--- src/rtl/fx_pkg.sv ---
package fx_pkg;

    // Default geometry of the extract datapath
    localparam int FX_DATA_W   = 64;
    localparam int FX_NARROW_W = 32;
    localparam int FX_FIELD_W  = 8;
    localparam int FX_CTRL_W   = 2 * FX_FIELD_W;

    // Output-side state: does the result register hold a fresh answer
    typedef enum logic {
        ST_IDLE   = 1'b0,
        ST_RESULT = 1'b1
    } fx_state_e;

endpackage

--- src/rtl/fx_decode.sv ---
module fx_decode #(
    parameter int DATA_W   = 64,
    parameter int NARROW_W = 32,
    parameter int FIELD_W  = 8,
    parameter int CTRL_W   = 16,
    parameter int SHIFT_W  = 6
) (
    input  logic [CTRL_W-1:0]  ctrl,
    input  logic               wide,
    output logic [SHIFT_W-1:0] shift_amt,
    output logic [FIELD_W-1:0] field_len,
    output logic               kill
);
    localparam int CMP_W = FIELD_W + 1;

    logic [FIELD_W-1:0] start_idx;
    logic [CMP_W-1:0]   op_width;
    logic               in_range;

    // Length byte sits above the start byte
    assign field_len = ctrl[2*FIELD_W-1:FIELD_W];
    assign start_idx = ctrl[FIELD_W-1:0];

    assign op_width  = wide ? CMP_W'(DATA_W) : CMP_W'(NARROW_W);
    assign in_range  = ({1'b0, start_idx} < op_width);

    // Only the low bits steer the shifter; out-of-range starts are killed
    assign shift_amt = start_idx[SHIFT_W-1:0];
    assign kill      = !in_range || (field_len == '0);

endmodule

--- src/rtl/fx_gate.sv ---
module fx_gate #(
    parameter int DATA_W   = 64,
    parameter int NARROW_W = 32
) (
    input  logic [DATA_W-1:0] src,
    input  logic              wide,
    output logic [DATA_W-1:0] operand
);
    // Narrow mode clears the upper half so over-run bits read as zero
    for (genvar i = 0; i < DATA_W; i++) begin : g_bit
        if (i < NARROW_W) begin : g_lo
            assign operand[i] = src[i];
        end else begin : g_hi
            assign operand[i] = src[i] & wide;
        end
    end

endmodule

--- src/rtl/fx_shift.sv ---
module fx_shift #(
    parameter int DATA_W  = 64,
    parameter int SHIFT_W = 6
) (
    input  logic [DATA_W-1:0]  din,
    input  logic [SHIFT_W-1:0] amt,
    output logic [DATA_W-1:0]  dout
);
    logic [DATA_W-1:0] stage [SHIFT_W+1];

    assign stage[0] = din;

    // Logarithmic right shifter, one stage per amount bit
    for (genvar k = 0; k < SHIFT_W; k++) begin : g_stage
        assign stage[k+1] = amt[k] ? (stage[k] >> (1 << k)) : stage[k];
    end

    assign dout = stage[SHIFT_W];

endmodule

--- src/rtl/fx_mask.sv ---
module fx_mask #(
    parameter int DATA_W  = 64,
    parameter int FIELD_W = 8
) (
    input  logic [FIELD_W-1:0] field_len,
    output logic [DATA_W-1:0]  mask
);
    // Bit i survives when it lies below the requested length
    for (genvar i = 0; i < DATA_W; i++) begin : g_bit
        localparam logic [FIELD_W-1:0] IDX = FIELD_W'(i);
        assign mask[i] = (field_len > IDX);
    end

endmodule

--- src/rtl/field_extract_unit.sv ---
module field_extract_unit
    import fx_pkg::*;
#(
    parameter int DATA_W   = FX_DATA_W,
    parameter int NARROW_W = FX_NARROW_W,
    parameter int FIELD_W  = FX_FIELD_W,
    parameter int CTRL_W   = FX_CTRL_W
) (
    input  logic              clk,
    input  logic              rst_n,
    input  logic              req_valid,
    input  logic [DATA_W-1:0] req_src,
    input  logic [CTRL_W-1:0] req_ctrl,
    input  logic              req_wide,
    output logic              res_valid,
    output logic [DATA_W-1:0] res_data,
    output logic              res_zero,
    output logic              res_carry
);
    localparam int SHIFT_W = $clog2(DATA_W);

    fx_state_e          state, next_state;
    logic [SHIFT_W-1:0] shift_amt;
    logic [FIELD_W-1:0] field_len;
    logic               kill;
    logic [DATA_W-1:0]  operand;
    logic [DATA_W-1:0]  shifted;
    logic [DATA_W-1:0]  mask;
    logic [DATA_W-1:0]  field;

    fx_decode #(
        .DATA_W   (DATA_W),
        .NARROW_W (NARROW_W),
        .FIELD_W  (FIELD_W),
        .CTRL_W   (CTRL_W),
        .SHIFT_W  (SHIFT_W)
    ) u_decode (
        .ctrl      (req_ctrl),
        .wide      (req_wide),
        .shift_amt (shift_amt),
        .field_len (field_len),
        .kill      (kill)
    );

    fx_gate #(
        .DATA_W   (DATA_W),
        .NARROW_W (NARROW_W)
    ) u_gate (
        .src     (req_src),
        .wide    (req_wide),
        .operand (operand)
    );

    fx_shift #(
        .DATA_W  (DATA_W),
        .SHIFT_W (SHIFT_W)
    ) u_shift (
        .din  (operand),
        .amt  (shift_amt),
        .dout (shifted)
    );

    fx_mask #(
        .DATA_W  (DATA_W),
        .FIELD_W (FIELD_W)
    ) u_mask (
        .field_len (field_len),
        .mask      (mask)
    );

    // Zero length or out-of-range start forces a zero result
    assign field = kill ? '0 : (shifted & mask);

    // State register
    always_ff @(posedge clk) begin
        if (!rst_n) begin
            state <= ST_IDLE;
        end else begin
            state <= next_state;
        end
    end

    always_comb begin
        next_state = state;
        unique case (state)
            ST_IDLE:   next_state = req_valid ? ST_RESULT : ST_IDLE;
            ST_RESULT: next_state = req_valid ? ST_RESULT : ST_IDLE;
            default:   next_state = ST_IDLE;
        endcase
    end

    // Output registers: loaded only by an accepted request
    always_ff @(posedge clk) begin
        if (!rst_n) begin
            res_data  <= '0;
            res_zero  <= 1'b1;
            res_carry <= 1'b0;
        end else if (req_valid) begin
            res_data  <= field;
            res_zero  <= (field == '0);
            res_carry <= 1'b0;
        end
    end

    assign res_valid = (state == ST_RESULT);

endmodule

--- config.mk ---
export PLATFORM = sky130hd
export DESIGN_NAME = field_extract_unit
export DESIGN_NICKNAME = d
export VERILOG_FILES = /design/src/rtl/fx_pkg.sv /design/src/rtl/fx_decode.sv /design/src/rtl/fx_gate.sv /design/src/rtl/fx_shift.sv /design/src/rtl/fx_mask.sv /design/src/rtl/field_extract_unit.sv
export SDC_FILE = /design/constraint.sdc
export NUM_CORES = 1
export LEC_CHECK = 0
export BUFFER_PORTS_ARGS = -buffer_cell sky130_fd_sc_hd__buf_2
export CAP_MARGIN = 25
export CORE_MARGIN = 3
export CORE_UTILIZATION = 55
export CTS_BUF_LIST = sky130_fd_sc_hd__clkbuf_16
export DETAILED_ROUTE_END_ITERATION = 6
export PLACE_DENSITY = 0.76
export REMOVE_ABC_BUFFERS = 1
export SLEW_MARGIN = 20
export SYNTH_ARGS = -nofsm -noshare
export SYNTH_HDL_FRONTEND = slang
export SYNTH_SLANG_ARGS = --single-unit
--- constraint.sdc ---
create_clock -name clk -period 8.91 [get_ports clk]
set_input_delay 1.782 -clock clk [delete_from_list [all_inputs] [get_ports clk]]
set_output_delay 1.782 -clock clk [all_outputs]
set_load 0.01 [all_outputs]
**After elaboration in Yosys (flattened, before gate mapping)**

Cells that the tools add are included.

- Bits in registers: 66
- Output and inout port bits: 67

- Magnitude comparators: 65
- Mux-type cells: 9
- Bitwise operators: 33
- Reductions and logical operators: 4

Operator list:

| cell | number |
|---|---|
| $mux 64 | 7 |
| $gt 8x6->1 const B | 32 |
| $gt 8x5->1 const B | 16 |
| $and 64x64->64 | 1 |
| $gt 8x4->1 const B | 8 |
| $logic_not 64->1 | 1 |
| $and 1x1->1 | 32 |
| $gt 8x3->1 const B | 4 |
| $gt 8x1->1 const B | 2 |
| $gt 8x2->1 const B | 2 |
| $lt 8x9->1 | 1 |
| $logic_not 8->1 | 1 |
| $mux 7 | 1 |
| $logic_not 1->1 | 1 |
| $logic_or 1x1->1 | 1 |
| $mux 1 | 1 |

**Logic depth before layout (Yosys ltp)**

Gate-level depths: netlist of run 1.

- Depth in word-level cells: 10
- Gate-level depth with buffers: 15
- Gate-level depth less buffers: 11

**By module**

From an unflattened synthesis of run 1, not the netlist that was laid out.

- Cell total of the unflattened synthesis: 1146
- Area, all modules: 8406.8 um2

Modules (own cells, without submodules):

| module | times used | cells an instance | area each (um2) | seq. area each (um2) |
|---|---|---|---|---|
| fx_shift | 1 | 568 | 4255.3 | 0.0 |
| field_extract_unit | 1 | 373 | 2874.0 | 1321.3 |
| fx_mask | 1 | 117 | 629.4 | 0.0 |
| fx_gate | 1 | 67 | 495.5 | 0.0 |
| fx_decode | 1 | 21 | 152.6 | 0.0 |

**Least setup slack after synthesis of run 1**

No wires, ideal clock.

- Kind: input -> register
- From: input req_wide
- To: register res_zero
- Library setup time: 0.096 ns
- Data arrival time: 5.032 ns
- Data required time: 8.814 ns
- Path slack: 3.783 ns
- Stages on the path: 13
- Cells stage by stage: clkbuf_1 clkbuf_1 inv_1 ha_1 a2111oi_0 o21ai_2 nor2_1 nand2_1 nor2_1 or4_1 or4_1 or4_1 o41ai_2

- Cells in the longest elaborated chain, start to end: 10
- Elaborated cells between the ends (all ways): 45
- Classes of those cells: order compare (1); mux (8); bitwise (33); reduce/logical (3)

RTL lines:

| item | line | text |
|---|---|---|
| start, declared | field_extract_unit.sv:14 | `input logic req_wide,` |
| $and 1x1->1 | fx_gate.sv:14 | `assign operand[i] = src[i] & wide;` |
| $mux 64 (6 in series) | fx_shift.sv:15 | `assign stage[k+1] = amt[k] ? (stage[k] >> (1 << k)) : stage[k];` |
| $and 64x64->64 | field_extract_unit.sv:72 | `assign field = kill ? '0 : (shifted & mask);` |
| $mux 64 (*) | field_extract_unit.sv:72 |  |
| $logic_not 64->1 (*) | field_extract_unit.sv:100 | `res_zero <= (field == '0);` |
| end signal, assigned | field_extract_unit.sv:100 |  |
| end, declared | field_extract_unit.sv:17 | `output logic res_zero,` |

Every way passes the cells marked *; elsewhere a longest branch is shown, timed or not.
A chain may end at the register's enable or synchronous reset.

**Final worst setup path of run 1**

- From: input req_ctrl[2]
- To: register res_zero

- Cells in the longest elaborated chain, start to end: 7
- Elaborated cells between the ends (all ways): 10
- Classes of those cells: order compare (1); mux (5); bitwise (1); reduce/logical (3)

RTL lines:

| item | line | text |
|---|---|---|
| start, declared | field_extract_unit.sv:13 | `input logic [CTRL_W-1:0] req_ctrl,` |
| parallel branches: the longest is 5 deep, another holds $lt 8x9->1 | n/a |  |
| $mux 64 (*) | field_extract_unit.sv:72 |  |
| $logic_not 64->1 (*) | field_extract_unit.sv:100 |  |

Mark *: on every way between the ends.

==> impl_metrics.json, run 1 <==
{
  "run_status": "completed",
  "critPathSlowestCell": "buf_4",
  "final_critical_path_setup_slack_ps": 3130,
  "synth-seq-area-share_pct": 15.1,
  "floorplan.core_area_mm2": 0.0154,
  "yosysWarnings": 0,
  "timing.hold.ws_ps": 471,
  "min_period_over_period_pct": 64.9,
  "drc": 0,
  "cp_top_family": "simple AND/OR/NAND/NOR gates",
  "peakVddDrop_v": 0.0000902,
  "power.leakage_nw": 3.91,
  "post_cts.repair.setup_buffers": 0,
  "clock-sinks": 66,
  "final_standard_cell_area_without_fillers_mm2": 0.00973,
  "arrival_ps": 6020,
  "final_cell_mix": "buf_2 (147), nand2_1 (123), mux2i_1 (97), nor2_1 (67), dfxtp_1 (66)",
  "cts_tree": "done",
  "final_weighted_congestion_in_routability_driven_placement": 1.09,
  "cts-hold-fix-buffers": 0,
  "final-hold-violation-count": 0,
  "worstMarginPinSlew_ps": 947,
  "drt-initial-drc-count": 1786,
  "grt_max_degree": 75,
  "critPathRequiredTime_ps": 9150,
  "worst_setup_path_end_kind": "register",
  "post_cts_resized": 0,
  "layout.core_utilization_pct": 63.3,
  "synth-async-reset-ratio_pct": 0,
  "cts.htree.levels": 3,
  "antenna-diode-count": 0,
  "synth-edff-count": 0,
  "placed_cells": 1348,
  "io-pin-count": 151,
  "preCtsSetupSlack_ps": 2910,
  "synth_cells": 1070,
  "cellPowerDensity_mw_per_mm2": 113,
  "area_growth_syn_to_layout_pct": 11.2,
  "maxCapViolations": 0,
  "startpoint_type": "input port",
  "drv_slew": 0,
  "avgSynthCellArea_um2": 8.18,
  "final_net_count": 1233,
  "clock_slew_at_reported_path_ffs_ps": 50,
  "critPathBufInv": 2,
  "cts-root-to-sink-buffers": 2,
  "via_count": 10200,
  "placement.io_buffers": 149,
  "rsz_0062_raised_after_global_routing": "no",
  "crit_path_most_repeated_cell": "or4_1",
  "average_routed_wire_per_standard_cell_um": 27.4,
  "clock_tree.root_cell": "clkbuf_16",
  "globalRouteTotalUtil_pct": 40.6,
  "grt_first_pass_wirelength_um": 56400,
  "power_mw": 1.10,
  "path_max_fanout": 74,
  "fin_skew_ps": 0,
  "die-width_um": 132,
  "vias_per_cell": 7.50,
  "fin_setup_tns_ps": 0,
  "postSynthRegisterBits": 66,
  "placedInstanceArea_mm2": 0.00946,
  "number_of_global_route_vias_before_repair": 9349,
  "mostFrequentLayoutCell": "buf_2",
  "path_cells": "buf_4 -> buf_4 -> nor2_1 -> a221o_1 -> o21ai_0 -> nor4_1 -> or4_1 -> or4_1 -> or4_1 -> o41ai_2",
  "setup_viol_count_final": 0,
  "initial_utilization_pct": 56.9,
  "netlist.top_cell.by_area": "dfxtp_1",
  "finish.cell_count_without_fillers": 1364,
  "dieArea_mm2": 0.0175,
  "min_path_type": "register to register",
  "number_of_antenna_violations_at_the_first_check_in_global_routing": 0,
  "routed_wirelength_um": 37400,
  "post_synth_instance_area_mm2": 0.00875,
  "clock.fmax_mhz": 173,
  "commonest_register_cell_after_synthesis": "dfxtp_1",
  "final_period_minus_worst_setup_slack_ps": 5780,
  "fp-row-count": 45,
  "critical_path_class": "input port to register",
  "synth_top_area_share_pct": 15.1,
  "post_route_cells_drive_above_1_share_pct": 25.3,
  "synth_cell_type_count": 80,
  "main_area_contributors_after_synthesis": "dfxtp_1 (15%), mux4_2 (13%), mux2i_1 (11%), nand2_1 (5.3%), mux2_2 (4.6%)",
  "detailedPlacementHpwl_um": 27600,
  "crit_path_max_incr_delay_ps": 780,
  "drtPass1Iterations": 6,
  "route.antenna.remaining_nets": 0,
  "gr-total-overflow": 0,
  "cts_made_buffers": 9,
  "slew_headroom_pct": 35.2,
  "clock_latency_ps": 330,
  "r2r_setup_slack_ps": 8070,
  "floorplan.die.height_um": 132
}
[registers in the layout (all words and copies together) (netlist names)]
signal     cells
res_data      64
res_valid      1
res_zero       1
[worst min-delay path: stages, from the launching register on]
cell      delay (ps)
dfxtp_1          300
nand2_1           50
a21boi_0          60
[metal layers]
layer / part of all wire, % / wire length, µm / global-route usage (%) / vias up
li1: - / - / - / 4308
met1: 39 / 14500 / 56.0 / 4808
met2: 43 / 15900 / 60.5 / 942
met3: 14 / 5230 / 12.1 / 166
met4: 4.6 / 1710 / 14.7 / 0
met5: 0 / 0 / 0 / -
[path summary, 6_finish.rpt]
path                                   start           end  depth (start not counted)
worst min register to register  res_data[23]  res_data[23]                          2
worst max-delay path             req_ctrl[2]      res_zero                         10
worst max register to register   res_data[6]   res_data[6]                          3
worst min-delay path            res_data[23]  res_data[23]                          2
[power by group]
part | total, mW | leakage (nW) | internal (mW) | switching [mW]
combinational | 0.482 | 3.25 | 0.178 | 0.304
clock | 0.318 | 0.130 | 0.184 | 0.134
sequential | 0.304 | 0.534 | 0.301 | 0.00290
[layout make-up]
type | instances | area [µm²]
timing repair buffer | 166 | 878
clock buffer | 9 | 225
multi-input combinational | 890 | 6950
tap | 211 | 264
inverter | 15 | 56.3
sequential | 66 | 1320
clock inverter | 7 | 37.5
fill | 1406 | 5640
[synth_stat cells (all sizes together), types with 14 or more instances]
cell,number
o22ai,19
mux2i,98
nand2,123
dfxtp,66
nor2,67
buf,41
inv,14
nor3,17
nor2b,60
a21oi,51
clkbuf,58
and2,21
nand3,22
mux4,61
o21ai,52
mux2,37
a211oi,23
[cells by family (layout without fill, tap and decap cells)]
family | count (synthesis) | after routing | share of synthesized area [%]
AO/OA/AOI/OAI | 309 | 309 | 25.2
adder cells (fa/ha/maj) | 1 | 1 | 0.143
buffers and inverters | 114 | 197 | 5.56
flip-flops | 66 | 66 | 15.1
multiplexers | 196 | 196 | 32.1
other | 1 | 1 | 0.0428
AND/OR/NAND/NOR | 383 | 383 | 21.8
No activity file was read; power rests on OpenSTA's default activity.
==> run 2: changes to the inputs <==
==> constraint.sdc (replaced) <==
create_clock -name clk -period 5.8 [get_ports clk]
set_input_delay 1.16 -clock clk [delete_from_list [all_inputs] [get_ports clk]]
set_output_delay 1.16 -clock clk [all_outputs]
set_load 0.01 [all_outputs]
==> run 2 against run 1 <==
  * The run now ends with DRC left
  * Worst setup slack worse by 2200 ps
  * Cell count up 1.2%
  * First-iteration DRC count increased by 9.9%
  * Count of clock-buffer cells in the layout did not move
  * Via count about the same
  * Clock skew did not move
  * Global-route usage up 1.5 points
  * Die area is the same
  * Sequential power up 54%
  * Register-to-register slack got worse by 3000 ps
  * Hold slack improved by 0.96 ps
  * Clock power up 52%
==> impl_metrics.json, run 2 (synthesis results as in run 1) <==
{
  "dieArea_mm2": 0.0175,
  "path_max_fanout": 47,
  "cellPowerDensity_mw_per_mm2": 173,
  "post_cts_resized": 0,
  "power.share.switching_pct": 39.7,
  "worstMarginPinSlew_ps": 1000,
  "cts.htree.levels": 3,
  "detailedPlacementHpwl_um": 28700,
  "pwr-share-comb_pct": 44.2,
  "initial_utilization_pct": 56.9,
  "critPathSlowestCell": "mux4_1",
  "arrival_ps": 5070,
  "drt-initial-drc-count": 1963,
  "power_mw": 1.71,
  "final-hold-violation-count": 0,
  "die-width_um": 132,
  "power_switching_mw": 0.677,
  "placement.io_buffers": 149,
  "grt_first_pass_wirelength_um": 58200,
  "area_growth_syn_to_layout_pct": 12.7,
  "crit_path_max_incr_delay_ps": 620,
  "critPathBufInv": 1,
  "antenna-diode-count": 0,
  "cts-root-to-sink-buffers": 2,
  "startpoint_type": "input port",
  "largest_register_ffs": 64,
  "final_weighted_congestion_in_routability_driven_placement": 1.06,
  "final_cell_mix": "buf_2 (147), nand2_1 (123), mux2i_1 (98), nor2_1 (67), dfxtp_1 (66)",
  "path_cells": "buf_4 -> mux4_1 -> mux2_2 -> mux2i_1 -> nor4_1 -> nor4_1 -> o211ai_1 -> or4_1 -> or4_1 -> o41ai_2",
  "violations": "DRC",
  "timing.hold.ws_ps": 472,
  "number_of_antenna_violations_at_the_first_check_in_global_routing": 0,
  "fin_skew_ps": 0,
  "pwr-share-seq_pct": 27.4,
  "routed_wirelength_um": 38000,
  "clkPwrFrac_pct": 28.4,
  "nFillCells": 1345,
  "route.antenna.remaining_nets": 0,
  "average_routed_wire_per_standard_cell_um": 27.5,
  "clock-sinks": 66,
  "combined_area_of_the_multi_input_logic_cells_mm2": 0.00695,
  "internal_power_mw": 1.03,
  "grt_max_degree": 67,
  "min_period_over_period_pct": 83.3,
  "mostFrequentLayoutCell": "buf_2",
  "clock_slew_at_reported_path_ffs_ps": 50,
  "final_period_minus_worst_setup_slack_ps": 4830,
  "setup_viol_count_final": 0,
  "drc": 15,
  "critical_path_class": "input port to register",
  "cts_tree": "done",
  "floorplan.die.height_um": 132,
  "critPathRequiredTime_ps": 6040,
  "layout.area.seq_mm2": 0.00132,
  "floorplan.core_area_mm2": 0.0154,
  "peakVddDrop_v": 0.000165,
  "via_count": 10200,
  "drv_slew": 0,
  "worst_setup_path_end_kind": "register",
  "cts_made_buffers": 9,
  "slew_headroom_pct": 32.8,
  "final_net_count": 1250,
  "globalRouteTotalUtil_pct": 42.2,
  "power.leakage_nw": 3.99,
  "clock_latency_ps": 330,
  "max_flop_register": "res_data",
  "fin_setup_tns_ps": 0,
  "clock.fmax_mhz": 207,
  "drtPass1Iterations": 7,
  "clock_tree.root_cell": "clkbuf_16",
  "io-pin-count": 151,
  "cp_top_family": "simple AND/OR/NAND/NOR gates",
  "layout.core_utilization_pct": 64.2,
  "maxCapViolations": 0,
  "min_path_type": "register to register",
  "vias_per_cell": 7.41,
  "cts-hold-fix-buffers": 0,
  "gr-total-overflow": 0,
  "fp-row-count": 45,
  "post_cts.repair.setup_buffers": 0,
  "number_of_global_route_vias_before_repair": 9672,
  "run_status": "complete, but fails checks",
  "post_route_cells_drive_above_1_share_pct": 26.4,
  "rsz_0062_raised_after_global_routing": "no"
}
## run 2: through the flow
stage	worst slack [ps]	cell area (µm²)	std cells
global route	760	9860	1381
floorplan	1670	8320	971
CTS	1070	9860	1381
global placement	752	9600	1365
finish	967	9860	1381
detailed placement	732	9600	1365
## run 2: final timing paths
kind	slack, ps	startpoint	end	cells past startpoint
worst max-delay path	970	req_ctrl[1]	res_zero	10
worst min-delay path	470	res_data[9]	res_data[9]	1
worst max register to register	5030	res_data[28]	res_data[28]	3
worst min register to register	470	res_data[9]	res_data[9]	1
## run 2: layer usage
metal	vias up	track usage (%)	part of all wire, %
li1	4350	-	-
met1	4832	57.0	39
met2	877	62.6	42
met3	175	13.0	14
met4	0	17.9	5.4
met5	-	0	0
## run 2: layout make-up
cell class,instances,share of cell area [%]
multi-input cells,890,70.5
flip-flops and latches,66,13.4
repair buffers,183,10.2
well taps,211,2.68
clock buffers,9,2.28
inverters,15,0.571
clock inverters,7,0.381
## run 2: worst register-to-register path, stage by stage, from the launching register on
cell and delay [ps]:
dfxtp_1 310, nand2_1 80, o21ai_0 100, and2_1 180
## run 2: power groups by stage
| stage | combinational [mW] | sequential (mW) | clock (mW) |
|---|---|---|---|
| 3_5_place_dp | 0.713 | 0.477 | 0 |
| 4_1_cts | 0.717 | 0.467 | 0.485 |
| 2_1_floorplan | 0.389 | 0.481 | 0 |
| 6_report | 0.754 | 0.467 | 0.484 |
| 3_3_place_gp | 0.714 | 0.477 | 0 |
| 5_1_grt | 0.782 | 0.468 | 0.503 |
==> run 3: changes to the inputs <==
--- a/config.mk
+++ b/config.mk
@@ -5,13 +5,14 @@
 export SDC_FILE = /design/constraint.sdc
 export NUM_CORES = 1
 export LEC_CHECK = 0
+export ABC_AREA = 1
 export BUFFER_PORTS_ARGS = -buffer_cell sky130_fd_sc_hd__buf_2
 export CAP_MARGIN = 25
 export CORE_MARGIN = 3
-export CORE_UTILIZATION = 55
+export CORE_UTILIZATION = 52
 export CTS_BUF_LIST = sky130_fd_sc_hd__clkbuf_16
 export DETAILED_ROUTE_END_ITERATION = 6
-export PLACE_DENSITY = 0.76
+export PLACE_DENSITY = 0.77
 export REMOVE_ABC_BUFFERS = 1
 export SLEW_MARGIN = 20
 export SYNTH_ARGS = -nofsm -noshare
==> constraint.sdc (replaced) <==
create_clock -name clk -period 3.9 [get_ports clk]
set_input_delay 0.78 -clock clk [delete_from_list [all_inputs] [get_ports clk]]
set_output_delay 0.78 -clock clk [all_outputs]
set_load 0.01 [all_outputs]
==> run 3 against run 2 <==
  * The run now ends clean
  * Core utilization shrank 3.8 points
  * Synthesized area down 10%
  * Global-route usage decreased by 4.8 points
  * First-iteration DRC count is 9.5% lower
  * Cell count grew 24%
  * Synthesized cell count up 36%
  * Clock power is 90% higher
  * Critical path type unchanged
==> impl_metrics.json, run 3 <==
{
  "count_leader_synth": "nand3_1",
  "placed_cells": 1691,
  "crit_path_max_incr_delay_ps": 580,
  "final_cell_mix": "nand3_1 (551), nand2_1 (348), buf_2 (149), a21oi_1 (97), nor2_1 (82)",
  "startpoint_type": "input port",
  "synth-async-reset-ratio_pct": 0,
  "main_area_contributors_after_synthesis": "nand3_1 (35%), dfxtp_1 (17%), nand2_1 (17%), a21oi_1 (6.2%), o21ai_0 (4.6%)",
  "cts.htree.levels": 3,
  "critPathSlowestCell": "buf_4",
  "routed_wirelength_um": 32400,
  "post_cts.repair.setup_buffers": 0,
  "antenna-diode-count": 0,
  "cts_tree": "done",
  "nFillCells": 1526,
  "mostFrequentLayoutCell": "nand3_1",
  "dieArea_mm2": 0.0166,
  "final_critical_path_setup_slack_ps": 881,
  "peakVddDrop_v": 0.000264,
  "combined_area_of_the_multi_input_logic_cells_mm2": 0.00583,
  "fin_skew_ps": 0,
  "run_status": "completed",
  "cp_top_family": "simple AND/OR/NAND/NOR gates",
  "rsz_0062_raised_after_global_routing": "no",
  "final-hold-violation-count": 0,
  "max_flop_register": "res_data",
  "detailedPlacementHpwl_um": 24800,
  "average_routed_wire_per_standard_cell_um": 19.0,
  "setup_viol_count_final": 0,
  "layout.core_utilization_pct": 60.3,
  "cts_made_buffers": 9,
  "final_net_count": 1603,
  "final_period_minus_worst_setup_slack_ps": 3020,
  "initial_utilization_pct": 53.7,
  "clock_slew_at_reported_path_ffs_ps": 60,
  "drv_slew": 0,
  "postSynthRegisterBits": 66,
  "cts-hold-fix-buffers": 0,
  "netlist.top_cell.by_area": "nand3_1",
  "commonest_register_cell_after_synthesis": "dfxtp_1",
  "largest_register_ffs": 64,
  "globalRouteTotalUtil_pct": 37.4,
  "yosys-top-cells-count": "nand3_1 (551), nand2_1 (348), a21oi_1 (97)",
  "synth_cell_type_count": 39,
  "synth-seq-area-share_pct": 16.8,
  "grt_first_pass_wirelength_um": 49200,
  "avgSynthCellArea_um2": 5.42,
  "critPathBufInv": 2,
  "cellPowerDensity_mw_per_mm2": 300,
  "critPathRequiredTime_ps": 4170,
  "number_of_global_route_vias_before_repair": 9125,
  "synth_top_area_share_pct": 35.1,
  "area_growth_syn_to_layout_pct": 12.3,
  "post_synth_instance_area_mm2": 0.00786,
  "post_route_cells_drive_above_1_share_pct": 15.0,
  "worst_setup_path_end_kind": "register",
  "fp-row-count": 44,
  "worstMarginPinSlew_ps": 971,
  "fin_setup_tns_ps": 0,
  "preCtsSetupSlack_ps": 670,
  "number_of_antenna_violations_at_the_first_check_in_global_routing": 0,
  "final_weighted_congestion_in_routability_driven_placement": 1.05,
  "arrival_ps": 3290,
  "drtPass1Iterations": 6,
  "power.leakage_nw": 4.35,
  "vias_per_cell": 6.37,
  "synth-edff-count": 0,
  "clock-sinks": 66,
  "maxCapViolations": 0,
  "floorplan.die.height_um": 129,
  "slew_headroom_pct": 35.3,
  "gr-total-overflow": 0,
  "power_mw": 2.65,
  "layout.area.seq_mm2": 0.00132,
  "drc": 0,
  "die-width_um": 129,
  "via_count": 10900,
  "clock.fmax_mhz": 331,
  "post_cts_resized": 0,
  "floorplan.core_area_mm2": 0.0146,
  "io-pin-count": 151,
  "path_max_fanout": 75,
  "synth_cells": 1450,
  "yosysWarnings": 0,
  "min_path_type": "register to register",
  "grt_max_degree": 122,
  "path_cells": "buf_2 -> buf_4 -> nand3_1 -> nand3_2 -> nand3_1 -> nand3_1 -> nand2_1 -> nand2_1 -> nand2_1 -> nor2_1 -> nand2_1 -> nor2_1 -> nand3_1 -> o21bai_2",
  "cts-root-to-sink-buffers": 2,
  "placement.io_buffers": 149,
  "clock_tree.root_cell": "clkbuf_16",
  "clock_latency_ps": 340,
  "min_period_over_period_pct": 77.4,
  "route.antenna.remaining_nets": 0,
  "drt-initial-drc-count": 1777,
  "finish.cell_count_without_fillers": 1707,
  "critical_path_class": "input port to register"
}
[run 3: logic make-up (layout without fill, tap and decap cells)]
logic type | Yosys count | count (layout) | share of synthesized area (%)
AO/OA/AOI/OAI | 189 | 189 | 12.6
adder cells (fa/ha/maj) | 1 | 1 | 0.159
buffers and inverters | 156 | 229 | 9.10
flip-flops | 66 | 66 | 16.8
other | 1 | 1 | 0.0477
AND/OR/NAND/NOR | 1037 | 1037 | 61.3
[run 3: final timing paths]
check	cells past startpoint	to	startpoint	slack (ps)
max	14	res_zero	req_ctrl[1]	880
max reg2reg	2	res_data[25]	res_data[25]	3020
min reg2reg	2	res_data[61]	res_data[61]	470
min	2	res_data[61]	res_data[61]	470
[run 3: where the power goes]
| group | switching (mW) | internal [mW] |
|---|---|---|
| combinational | 0.695 | 0.306 |
| clock | 0.301 | 0.618 |
| sequential | 0.0189 | 0.713 |
[run 3: layer usage]
metal / share of wire, % / global-route usage [%] / vias up
met2: 42 / 55.1 / 813
met5: 0 / 0 / -
met3: 13 / 8.30 / 113
met1: 41 / 53.9 / 4779
met4: 4.1 / 12.3 / 0
li1: - / - / 5169
[run 3: layout make-up]
| type | count | share of cell area (%) |
|---|---|---|
| clock inverter | 7 | 1.25 |
| multi-input combinational | 1228 | 66.0 |
| timing repair buffer | 170 | 10.8 |
| inverter | 43 | 1.87 |
| clock buffer | 9 | 2.55 |
| sequential | 66 | 15.0 |
| tap | 184 | 2.61 |
[run 3: worst register-to-register path: stages (launching register included)]
cell and delay, ps:
dfxtp_1 380, o21ai_0 130, a21oi_1 280
[run 3: per-stage QoR]
stage | instance area [µm²] | hold slack [ps]
global route | 8830 | 490
CTS | 8830 | 482
finish | 8830 | 475
global placement | 8500 | 462
floorplan | 7310 | 493
detailed placement | 8500 | 471
